`config.mk`:
```
export PLATFORM = sky130hd
export DESIGN_NAME = sio_cfg_port
export DESIGN_NICKNAME = d
export VERILOG_FILES = /design/src/rtl/sio_cfg_pkg.sv /design/src/rtl/sio_unlock_fsm.sv /design/src/rtl/sio_dev_bank.sv /design/src/rtl/sio_cfg_port.sv
export SDC_FILE = /design/constraint.sdc
export NUM_CORES = 1
export LEC_CHECK = 0
export BUFFER_PORTS_ARGS = -buffer_cell sky130_fd_sc_hd__buf_2
export CORE_UTILIZATION = 40
export DETAILED_ROUTE_END_ITERATION = 6
export PLACE_DENSITY = 0.67
export SLEW_MARGIN = 20
export SYNTH_ARGS = -nofsm -noshare
export SYNTH_HDL_FRONTEND = slang
export SYNTH_HIERARCHICAL = 1
export SYNTH_SLANG_ARGS = --single-unit
```
`constraint.sdc`:
```
create_clock -name clk -period 3.9 [get_ports clk]
set_input_delay 0.585 -clock clk [delete_from_list [all_inputs] [get_ports clk]]
set_output_delay 0.585 -clock clk [all_outputs]
set_load 0.05 [all_outputs]
```
`src/rtl/sio_cfg_pkg.sv`:
```
// Shared indexes and field codes for the keyed configuration port.
// Assumes 8-bit register indexes. The index values are fixed by the host's software.
package sio_cfg_pkg;
    localparam logic [7:0] IDX_SEL     = 8'h07;
    localparam logic [7:0] IDX_CHIP_HI = 8'h20;
    localparam logic [7:0] IDX_CHIP_LO = 8'h21;
    localparam logic [7:0] IDX_VEND_HI = 8'h23;
    localparam logic [7:0] IDX_VEND_LO = 8'h24;
    localparam logic [7:0] IDX_PSEL    = 8'h27;
    localparam logic [7:0] IDX_EN      = 8'h30;
    localparam logic [7:0] IDX_BASE_HI = 8'h60;
    localparam logic [7:0] IDX_BASE_LO = 8'h61;
    localparam logic [7:0] IDX_IRQ     = 8'h70;

    typedef enum logic [1:0] {
        FLD_EN  = 2'd0,
        FLD_BHI = 2'd1,
        FLD_BLO = 2'd2,
        FLD_IRQ = 2'd3
    } fld_e;

    // Maps an index to a bank field. The result is valid only when is_bank_idx holds.
    function automatic fld_e fld_of(input logic [7:0] idx);
        case (idx)
            IDX_BASE_HI: fld_of = FLD_BHI;
            IDX_BASE_LO: fld_of = FLD_BLO;
            IDX_IRQ:     fld_of = FLD_IRQ;
            default:     fld_of = FLD_EN;
        endcase
    endfunction

    function automatic logic is_bank_idx(input logic [7:0] idx);
        is_bank_idx = (idx == IDX_EN) || (idx == IDX_BASE_HI) ||
                      (idx == IDX_BASE_LO) || (idx == IDX_IRQ);
    endfunction
endpackage

```
`src/rtl/sio_unlock_fsm.sv`:
```
// Lock/unlock control. Counts consecutive entry-key writes to the index port
// and opens after KEY_COUNT of them. The exit key closes the window again.
// Assumes idx_wr is a one-cycle strobe for each index-port write.
module sio_unlock_fsm #(
    parameter int         KEY_COUNT = 2,
    parameter logic [7:0] KEY_ENTER = 8'h87,
    parameter logic [7:0] KEY_EXIT  = 8'hAA
) (
    input  logic       clk,
    input  logic       rst_n,
    input  logic       idx_wr,
    input  logic [7:0] wdata,
    output logic       unlocked
);
    localparam int CW = $clog2(KEY_COUNT + 1);
    localparam logic [CW-1:0] LAST = CW'(KEY_COUNT - 1);

    logic [CW-1:0] cnt_q;

    // Advances the key count while locked and handles the exit key while open.
    always_ff @(posedge clk) begin
        if (!rst_n) begin
            cnt_q    <= '0;
            unlocked <= 1'b0;
        end else if (unlocked) begin
            if (idx_wr && wdata == KEY_EXIT) unlocked <= 1'b0;
        end else if (idx_wr) begin
            if (wdata == KEY_ENTER) begin
                if (cnt_q == LAST) begin
                    unlocked <= 1'b1;
                    cnt_q    <= '0;
                end else begin
                    cnt_q <= cnt_q + 1'b1;
                end
            end else begin
                cnt_q <= '0;
            end
        end
    end

    // the window opens only on the final key of an unbroken run.
    assert_unlock_seq_R2: assert property (@(posedge clk) disable iff (!rst_n)
        $rose(unlocked) |-> $past(idx_wr && wdata == KEY_ENTER && cnt_q == LAST));

    // the exit key locks the window on the next edge.
    assert_exit_locks_R4: assert property (@(posedge clk) disable iff (!rst_n)
        (unlocked && idx_wr && wdata == KEY_EXIT) |=> !unlocked);
endmodule

```
`src/rtl/sio_dev_bank.sv`:
```
// One device register bank: enable, base high, base low and interrupt select.
// Drives the enable bit and the 16-bit base out for decoding.
// Assumes wr_en is qualified upstream (window open, this bank selected).
module sio_dev_bank
    import sio_cfg_pkg::*;
(
    input  logic        clk,
    input  logic        rst_n,
    input  logic        wr_en,
    input  fld_e        fld,
    input  logic [7:0]  wdata,
    output logic [7:0]  rd_data,
    output logic        enable_o,
    output logic [15:0] base_o
);
    logic [3:0][7:0] regs_q;

    // Stores one byte into the addressed field.
    always_ff @(posedge clk) begin
        if (!rst_n) regs_q <= '0;
        else if (wr_en) regs_q[fld] <= wdata;
    end

    // Selects the addressed field for readback.
    always_comb rd_data = regs_q[fld];

    assign enable_o = regs_q[FLD_EN][0];
    assign base_o   = {regs_q[FLD_BHI], regs_q[FLD_BLO]};

    // the contents hold whenever no write reaches this bank.
    assert_bank_hold_R11: assert property (@(posedge clk) disable iff (!rst_n)
        !wr_en |=> $stable(regs_q));

    // the base output follows a write of the low byte.
    assert_base_follows_R10: assert property (@(posedge clk) disable iff (!rst_n)
        (wr_en && fld == FLD_BLO) |=> base_o[7:0] == $past(wdata));
endmodule

```
`src/rtl/sio_cfg_port.sv`:
```
// Keyed configuration port. Holds the index latch, the global registers, the
// banked device registers and the registered read path.
// Assumes single-cycle access strobes and at most one access per cycle.
module sio_cfg_port
    import sio_cfg_pkg::*;
#(
    parameter int          NUM_DEV      = 4,
    parameter int          KEY_COUNT    = 2,
    parameter logic [7:0]  KEY_ENTER    = 8'h87,
    parameter logic [7:0]  KEY_EXIT     = 8'hAA,
    parameter logic [15:0] CHIP_ID      = 16'h0A51,
    parameter logic [15:0] VENDOR_ID    = 16'h5CA3,
    parameter logic [7:0]  PORT_SEL_RST = 8'h00
) (
    input  logic                  clk,
    input  logic                  rst_n,
    input  logic                  bus_wr,
    input  logic                  bus_rd,
    input  logic                  bus_sel_data,
    input  logic [7:0]            bus_wdata,
    output logic [7:0]            bus_rdata,
    output logic [NUM_DEV-1:0]    dev_enable,
    output logic [16*NUM_DEV-1:0] dev_base
);
    logic         unlocked;
    logic [7:0]   idx_q;
    logic [7:0]   sel_q;
    logic [7:0]   psel_q;
    logic         idx_wr;
    logic         dat_wr;
    fld_e         fld;
    logic [NUM_DEV-1:0] bank_we;
    logic [7:0]   bank_rd [NUM_DEV];
    logic [7:0]   sel_bank_rd;
    logic         sel_valid;
    logic [7:0]   data_mux;

    assign idx_wr = bus_wr && !bus_sel_data;
    assign dat_wr = bus_wr && bus_sel_data && unlocked;
    assign fld    = fld_of(idx_q);

    sio_unlock_fsm #(
        .KEY_COUNT(KEY_COUNT),
        .KEY_ENTER(KEY_ENTER),
        .KEY_EXIT (KEY_EXIT)
    ) u_lock (
        .clk     (clk),
        .rst_n   (rst_n),
        .idx_wr  (idx_wr),
        .wdata   (bus_wdata),
        .unlocked(unlocked)
    );

    // Latches the index while open and clears it while locked.
    always_ff @(posedge clk) begin
        if (!rst_n) idx_q <= '0;
        else if (!unlocked) idx_q <= '0;
        else if (idx_wr && bus_wdata != KEY_EXIT) idx_q <= bus_wdata;
    end

    // Holds the global device selector and the port-select byte.
    always_ff @(posedge clk) begin
        if (!rst_n) begin
            sel_q  <= '0;
            psel_q <= PORT_SEL_RST;
        end else if (dat_wr) begin
            if (idx_q == IDX_SEL)  sel_q  <= bus_wdata;
            if (idx_q == IDX_PSEL) psel_q <= bus_wdata;
        end
    end

    for (genvar i = 0; i < NUM_DEV; i++) begin : g_bank
        assign bank_we[i] = dat_wr && is_bank_idx(idx_q) && (sel_q == 8'(i));
        sio_dev_bank u_bank (
            .clk     (clk),
            .rst_n   (rst_n),
            .wr_en   (bank_we[i]),
            .fld     (fld),
            .wdata   (bus_wdata),
            .rd_data (bank_rd[i]),
            .enable_o(dev_enable[i]),
            .base_o  (dev_base[16*i +: 16])
        );
    end

    // Picks the selected bank's readback, or 0x00 when no bank matches.
    always_comb begin
        sel_bank_rd = '0;
        sel_valid   = 1'b0;
        for (int i = 0; i < NUM_DEV; i++) begin
            if (sel_q == 8'(i)) begin
                sel_bank_rd = bank_rd[i];
                sel_valid   = 1'b1;
            end
        end
    end

    // Data-port read multiplexer over the global and banked registers.
    always_comb begin
        case (idx_q)
            IDX_SEL:     data_mux = sel_q;
            IDX_CHIP_HI: data_mux = CHIP_ID[15:8];
            IDX_CHIP_LO: data_mux = CHIP_ID[7:0];
            IDX_VEND_HI: data_mux = VENDOR_ID[15:8];
            IDX_VEND_LO: data_mux = VENDOR_ID[7:0];
            IDX_PSEL:    data_mux = psel_q;
            default:     data_mux = (is_bank_idx(idx_q) && sel_valid) ? sel_bank_rd : 8'h00;
        endcase
    end

    // Registers read data on each read strobe and holds it between reads.
    always_ff @(posedge clk) begin
        if (!rst_n) bus_rdata <= 8'hFF;
        else if (bus_rd) begin
            if (!unlocked)         bus_rdata <= 8'hFF;
            else if (bus_sel_data) bus_rdata <= data_mux;
            else                   bus_rdata <= idx_q;
        end
    end

    // a read made while locked returns 0xFF.
    assert_locked_read_ff_R3: assert property (@(posedge clk) disable iff (!rst_n)
        (bus_rd && !unlocked) |=> bus_rdata == 8'hFF);

    // no bank sees a write while the window is locked.
    assert_locked_no_bank_wr_R3: assert property (@(posedge clk) disable iff (!rst_n)
        !unlocked |-> $countones(bank_we) == 0);

    // read data holds when there is no read strobe.
    assert_rdata_hold_R13: assert property (@(posedge clk) disable iff (!rst_n)
        !bus_rd |=> $stable(bus_rdata));

    // at most one bank is written per cycle.
    assert_one_bank_R6: assert property (@(posedge clk) disable iff (!rst_n)
        $onehot0(bank_we));
endmodule

```
==> flow_summary.ini <==
[final_layout]
syn2layout_area_growth_pct = 8.16
fillers = 1870
finish.net_count = 823
diodes = 0
drive_gt1_share_pct = 22.5

[setup_path]
rr_worst_depth = 10
critPathArrivalTime_ns = 3.56
critPathKind = reg2reg
cp.required_ns = 4.23
end_kind = register
startpoint_type = register
cp_max_fo = 32
r2r_slack_ns = 0.67

[power_and_ir_drop]
p_per_area_nw_per_um2 = 385
ir_drop_uv = 298
cellLeakagePower_nw = 4.15
finalPower_w = 0.00340

[placement]
dp.final_hpwl_mm = 14.4
portBuffers = 88
place.gp.congestion = 0.950

[clock_tree]
cts_tree = yes
clockBufferDepth = 2
clk_latency_ns = 0.44
cts_resized = 0
numCtsBuffers = 17
cts_max_level = 4
cts_hold_buf = 0
clk_pin_slew_ns = 0.07
cts_sinks = 163
cts_setup_buffers = 0
root_buffer = clkbuf_16

[global_routing]
overflow = 0
grt_pass1_wl_mm = 32.1
grt_pass1_vias = 5480
grt_max_degree = 78
gr-usage-all-layers_pct = 20.7
antenna_found_initial = 0

[yosys]
yosysSeqAreaShare_pct = 40.0
synthFlopType = dfxtp_1
ys_types = 51
synth_edf_count = 0
yosys_warnings = 6
synth_nets = 824
syn_area_um2 = 8150
syn_inst = 811
synth_area_per_cell_um2 = 10.1
ys_async_sr_fraction_pct = 0
synth-seq-cells = 163

[routing]
drt_wl_total_mm = 20.5
drtPass1Iterations = 5
viasPerCell = 5.40
avgRoutedWirePerCell_um = 18.9
drc_errors = 0
num_vias = 5870
ant_nets = 0
drt-initial-drc-count = 576

[status]
outcome = completed

[floorplan]
dieArea_um2 = 21000
coreArea_um2 = 19700
die_h_um = 145
io_pins = 89
start_util_pct = 41.4
chipWidth_um = 145
num_rows = 51

[timing]
fin_crit_sh_pct = 82.9
max_freq_ghz = 0.309
period_needed_ns = 3.23
final_hold_viol_count = 0
drv_slew = 0
tns_ns = 0
finalSetupViolCount = 0
relSlewSlack_pct = 30.4
worst_pin_slew_ns = 1.04
rsz0062_at_grt = no
clock-skew-final_ns = 0.0109

[hold_path]
hold_depth = 2
min_path_type = reg2reg

[job]
maxCapViolCount = 0
[synthesized netlist by cell type (2+ instances only)]
master / number / area share (%)
nor4_1: 2 / 0.15
mux2i_1: 157 / 19
nor2b_1: 21 / 1.6
mux4_2: 36 / 9.9
or4_1: 2 / 0.18
nor3_1: 6 / 0.37
a21oi_1: 14 / 0.86
or4_4: 2 / 0.28
and4bb_1: 2 / 0.31
dfxtp_1: 163 / 40
a31oi_1: 3 / 0.23
o21ai_1: 2 / 0.12
buf_6: 6 / 0.83
nand3b_1: 10 / 0.92
nand3_1: 7 / 0.43
a22oi_1: 3 / 0.28
buf_2: 9 / 0.55
buf_1: 3 / 0.14
nor2_1: 19 / 0.87
o21ai_0: 9 / 0.55
nor4bb_1: 2 / 0.25
nand2b_1: 5 / 0.38
nand3_2: 5 / 0.61
inv_1: 9 / 0.41
o22ai_1: 3 / 0.23
o211ai_1: 12 / 1.1
nand2_1: 172 / 7.9
buf_4: 76 / 7.0
clkbuf_1: 25 / 1.2
or3b_1: 4 / 0.43
a32oi_1: 2 / 0.21
[cell families (layout without fill, tap and decap cells)]
group,count (synthesis),after routing,share of synthesized area (%)
compound gates,59,59,4.80
xor+xnor,1,1,0.107
buf+inv,129,141,10.1
flops,163,163,40.0
mux,194,194,29.4
simple gates,265,265,15.6
[stage by stage]
| stage | std cells | worst slack (ns) | hold WS (ns) | instance area [um2] | util (%) |
|---|---|---|---|---|---|
| floorplan | 811 | 0.972 | 0.407 | 8150 | - |
| global placement | 1056 | 0.723 | 0.418 | 8240 | 41.8 |
| detailed placement | 1056 | 0.662 | 0.430 | 8240 | 41.8 |
| CTS | 1088 | 0.653 | 0.439 | 8820 | 44.7 |
| global route | 1088 | 0.466 | 0.456 | 8820 | 44.7 |
| finish | 1088 | 0.666 | 0.436 | 8820 | 44.7 |
[worst max-delay path, stage by stage (launching register included)]
cell      delay (ns)
dfxtp_1         0.61
nand3_1         0.25
nor3_1          0.19
nand2_1         0.16
nor2_4          0.15
buf_4           0.42
mux4_2          0.55
nor2b_1         0.14
a211oi_1        0.30
a31oi_1         0.07
a41o_1          0.28
[area by class of cell]
class / instances / area [um2] / area share [%]
well taps: 265 / 332 / 3.76
multi-input cells: 519 / 4080 / 46.3
clock inverters: 13 / 125 / 1.42
clock buffers: 19 / 453 / 5.14
repair buffers: 99 / 529 / 6.00
flip-flops and latches: 163 / 3260 / 37.0
inverters: 10 / 37.5 / 0.426
[path summary, 6_finish.rpt]
check,start,end
setup / recovery,idx_q[5],bus_rdata[2]
hold / removal,u_lock/cnt_q[1],u_lock/cnt_q[1]
setup reg to reg,idx_q[5],bus_rdata[2]
hold reg to reg,u_lock/cnt_q[1],u_lock/cnt_q[1]
[routing by layer]
| metal | vias up | share of wire [%] | track usage, % |
|---|---|---|---|
| met2 | 223 | 45 | 31.0 |
| li1 | 2780 | - | - |
| met1 | 2822 | 45 | 28.1 |
| met4 | 0 | 3.2 | 8.92 |
| met5 | - | 0 | 0 |
| met3 | 45 | 6.8 | 5.33 |
[flip-flops by register name, summed over array words and instances (netlist names)]
name and count:
u_lock/cnt_q 2, sel_q 8, psel_q 8, g_bank.u_bank/enable_o 4, idx_q 8, u_lock/unlocked 1
g_bank.u_bank/regs_q 60, bus_rdata 8, g_bank.u_bank/base_o 64
[where the power goes]
group | switching (W) | internal [W]
registers | 0.00000000864 | 0.00166
logic | 0.0000822 | 0.0000219
clock network | 0.000707 | 0.000921
[layout by cell type (no fill, tap or decap), types with 11 or more instances in the layout]
cell,instances
dfxtp_1,163
mux4_2,36
buf_2,87
o211ai_1,12
a21oi_1,14
nand2_1,172
clkbuf_16,17
buf_4,11
nor2_1,17
mux2i_1,157
nor2b_1,21
Note: power is estimated with default switching activity, not from simulation.
